`src/rtl/rrc_slot.sv`:
```
module rrc_slot #(
  parameter int DATA_W = 32
) (
  input  logic              clk,
  input  logic              rst_n,
  input  logic              alloc_en,
  input  logic              alloc_hit,
  input  logic              alloc_skip,
  input  logic [DATA_W-1:0] alloc_data,
  input  logic              prim_en,
  input  logic [DATA_W-1:0] prim_data,
  input  logic              dup_en,
  input  logic [DATA_W-1:0] dup_data,
  input  logic              retire_en,
  output logic              busy_o,
  output logic              complete_o,
  output logic [DATA_W-1:0] prim_o,
  output logic [DATA_W-1:0] ref_o,
  output logic              trusted_o
);

  logic              busy_q, have_prim_q, have_ref_q, trusted_q;
  logic [DATA_W-1:0] prim_q, ref_q;

  always_ff @(posedge clk) begin
    if (!rst_n) begin
      busy_q      <= 1'b0;
      have_prim_q <= 1'b0;
      have_ref_q  <= 1'b0;
      trusted_q   <= 1'b0;
      prim_q      <= '0;
      ref_q       <= '0;
    end else if (alloc_en) begin
      busy_q      <= 1'b1;
      have_ref_q  <= alloc_hit;
      trusted_q   <= alloc_hit;
      ref_q       <= alloc_data;
      // skipped execution: the table value stands in for the primary
      have_prim_q <= alloc_skip;
      prim_q      <= alloc_skip ? alloc_data : '0;
    end else if (retire_en) begin
      busy_q      <= 1'b0;
      have_prim_q <= 1'b0;
      have_ref_q  <= 1'b0;
      trusted_q   <= 1'b0;
    end else if (busy_q) begin
      if (prim_en && !have_prim_q) begin
        have_prim_q <= 1'b1;
        prim_q      <= prim_data;
      end
      if (dup_en && !have_ref_q) begin
        have_ref_q <= 1'b1;
        ref_q      <= dup_data;
      end
    end
  end

  assign busy_o     = busy_q;
  assign complete_o = busy_q && have_prim_q && have_ref_q;
  assign prim_o     = prim_q;
  assign ref_o      = ref_q;
  assign trusted_o  = trusted_q;

  // only a free slot may be allocated
  a_r1_alloc_free: assert property (@(posedge clk) disable iff (!rst_n)
    alloc_en |-> !busy_q);
  // a slot retires only with both values present
  a_r2_retire_complete: assert property (@(posedge clk) disable iff (!rst_n)
    retire_en |-> complete_o);
  // a skipped instruction is complete on the next cycle
  a_r7_skip_ready: assert property (@(posedge clk) disable iff (!rst_n)
    (alloc_en && alloc_skip) |=> complete_o);
  // once a reference is held, later returns do not alter it
  a_r6_ref_hold: assert property (@(posedge clk) disable iff (!rst_n)
    (busy_q && have_ref_q && !retire_en && !alloc_en) |=> $stable(ref_q));

endmodule

```
`config.mk`:
```
export PLATFORM = sky130hd
export DESIGN_NAME = rrc_slot
export DESIGN_NICKNAME = d
export VERILOG_FILES = /design/src/rtl/rrc_slot.sv
export SDC_FILE = /design/constraint.sdc
export NUM_CORES = 1
export LEC_CHECK = 0
export ABC_AREA = 1
export BUFFER_PORTS_ARGS = -buffer_cell sky130_fd_sc_hd__buf_2
export CAP_MARGIN = 20
export CORE_ASPECT_RATIO = 1.4
export CORE_MARGIN = 3
export CORE_UTILIZATION = 40
export CTS_CLUSTER_DIAMETER = 200
export DETAILED_ROUTE_END_ITERATION = 10
export GPL_ROUTABILITY_DRIVEN = 0
export MAX_ROUTING_LAYER = met4
export PLACE_DENSITY = 0.71
export SYNTH_ARGS = -nofsm -noshare
export SYNTH_HDL_FRONTEND = slang
export SYNTH_SLANG_ARGS = --single-unit
```
`constraint.sdc`:
```
create_clock -name clk -period 2.3 [get_ports clk]
set_input_delay 0 -clock clk [delete_from_list [all_inputs] [get_ports clk]]
set_output_delay 0 -clock clk [all_outputs]
set_load 0.01 [all_outputs]
```
==> impl_results.md <==
- Clock power share: 0.395
- Final Setup Violations: 0
- Area contributors post-synth: dfxtp_1, nand2_1, nand3_1, a21oi_1, nor2_1
- Worst vdd ir: 0.350 mV
- Clk_lat worst skew: 0.33 ns
- Pwr Total: 0.00337 W
- Antenna violations before repair: 0
- Pre-antenna DRT Iters: 5
- Synthesized cell area: 3940 um2
- Area fraction of the dominant cell type after synthesis: 0.346
- Gate power share: 0.212
- DRC Markers: 0
- Xor-xnor portion of the synthesized cell area: 0
- Setup Fix Bufs, Post-CTS: 0
- Max-cap violations: 0
- WP data arrival: 1.67 ns
- Clk buf depth: 2
- WHS Path Cells: 5
- Achievable frequency: 691 MHz
- First-pass GRT wire length: 20000 um
- Final Routed Wirelength: 12700 um
- Cell taking the most area after synthesis: dfxtp_1
- Core region area: 9510 um2
- Initial core utilization: 0.414
- Final net count: 929
- Highest-delay cell along the critical path: buf_4
- Synth Area in Adders: 0
- CP bufs+invs: 2
- Crit-path leading delay family: buffers and inverters
- CTS clk-pin slew, worst paths: 0.06 ns
- Post-cts resize count: 0
- P&R area growth vs syn: 33.4%
- Port bufs: 170
- Final Hold Violating Endpoints: 0
- Worst-Margin Slew: 0.663 ns
- Setup TNS Final: 0 ns
- Wire per inst: 13.2 um
- Die H: 123 um
- Cell variety after synth: 16
- Status: completed
- Final HPWL DP: 8990 um
- IO Count: 171
- Crit path depth: 7
- Mapped Avg Cell Area: 5.94 um2
- Post-synthesis simple-gate area fraction: 0.418
- CP peak stage delay: 0.50 ns
- Antenna Cells: 0
- Fin Clk Skew: 0.00494 ns
- Largest family of logic cells by synthesized area: simple AND/OR/NAND/NOR gates
- Reg power frac: 0.394
- Total gr overflow: 0
- Fin crit share: 0.629
- Synthesized Nets: 767
- CP Capture Type: register
- Final Core Density: 0.552
- CP cell instances: inv_2, nor2_4, nand2_2, buf_4, nand3_1, nand2_1, nor2_1
- Required time of the worst setup path: 2.53 ns
- CTS sink count: 68
- Seq cells post-synth: 68
- PwrDens: 642 nW/um2
- Synth warn: 0
- Hold buffers post-CTS: 25
- Largest net degree at the start of global routing: 69
- Register area share after synthesis: 0.346
- Minimum clock period: 1.45 ns
- Hold slack: 0.00574 ns
- Clk root buf: clkbuf_16
- R2r worst-path depth: 7
- Cell Int Power: 0.00241 W
- CP Launch Type: register
- Path type of the worst min-delay path: in -> reg
- DR vias/cell: 4.73
- Vias post-DR: 4548
- RSZ-0062 raised after global routing: false
- Compound-Gate Fraction of Synth Area: 0.0883
- Slew HR: 0.558
- Mapped Cells: 663
- Max Slew Vio Count: 0
- Cell Rows: 42
- Antenna viol nets, final: 0
- Full die area: 11100 um2
- Cts bufs inserted: 9
- Leakage power total: 2.97 nW
- Vias in the first global route: 4306
- Die span in x: 89.9 um
- TritonCTS clock tree: done
- Htree depth: 3
- Number of DRC markers in iteration 0: 221
- Share of post-route cells with drive strength above 1: 0.239
- Mux share of post-synthesis cell area: 0
- Crit path kind: reg -> reg
- Total track usage: 0.233
- CP max FO: 64
- Net switching power: 0.000960 W
- Net Sw Frac: 0.285
-- state kept, by name (all words and copies together) (netlist names) --
register / count
prim_o: 32
ref_o: 32
busy_o: 1
have_prim_q: 1
have_ref_q: 1
trusted_o: 1
-- cell families (layout without fill, tap and decap cells) --
group	after synthesis	after routing
AND/OR/NAND/NOR	403	403
buffers and inverters	123	290
AO/OA/AOI/OAI	69	69
flip-flops	68	68
-- synth_stat cells (all sizes together) --
cell type / count
a21oi: 66
inv: 70
o21ai: 2
buf: 48
a21o: 1
nor2: 71
nand2: 234
dfxtp: 68
nand3: 98
clkbuf: 5
-- cell type report --
class,instances,area (um2)
clock buffers,11,233
clock inverters,5,52.6
fillers,971,4260
inverters,70,265
multi-input cells,472,2000
flip-flops and latches,68,1360
well taps,132,165
repair buffers,204,1180
-- metal layers --
metal / part of all wire / up-vias / track usage
met4: 0.027 / 0 / 0.0987
met1: 0.38 / 2005 / 0.248
met3: 0.057 / 24 / 0.0444
met5: 0 / - / -
li1: - / 2370 / -
met2: 0.53 / 149 / 0.427
-- layout by cell type, fill, tap and decap left out, drive strengths merged --
cell         netlist  final
a21o               1      1
a21oi             66     66
buf               48    179
bufinv             0      1
clkbuf             5     11
clkinv             0      3
clkinvlp           0      1
dfxtp             68     68
dlygate4sd3        0     25
inv               70     70
nand2            234    234
nand3             98     98
nor2              71     71
o21ai              2      2
-- metrics by stage --
| stage | instances | worst slack (ns) | area (um2) |
|---|---|---|---|
| after floorplan | 663 | 1.15 | 3940 |
| after global placement | 921 | 0.948 | 4720 |
| after detailed placement | 921 | 0.873 | 4720 |
| after CTS | 962 | 0.860 | 5250 |
| after global routing | 962 | 0.704 | 5250 |
| final | 962 | 0.853 | 5250 |
-- path summary, 6_finish.rpt --
path	from	endpoint	slack, ns
max	busy_o	ref_o[13]	0.85
min	dup_data[28]	ref_o[28]	0.006
max reg2reg	busy_o	ref_o[13]	0.85
min reg2reg	trusted_o	trusted_o	0.48
-- tightest hold or removal path: stages --
cell	delay [ns]
buf_2	0.08
nand2_1	0.04
nand2_1	0.05
a21oi_1	0.04
nor2_1	0.09
-- power groups by stage --
stage	Sequential [W]	Combinational, W	Clock [W]
2_1_floorplan	0.00139	0.000387	0
3_3_place_gp	0.00135	0.000668	0
3_5_place_dp	0.00135	0.000683	0
4_1_cts	0.00133	0.000719	0.00136
5_1_grt	0.00134	0.000808	0.00141
6_report	0.00133	0.000714	0.00133
Note: power is estimated with default switching activity, not from simulation.
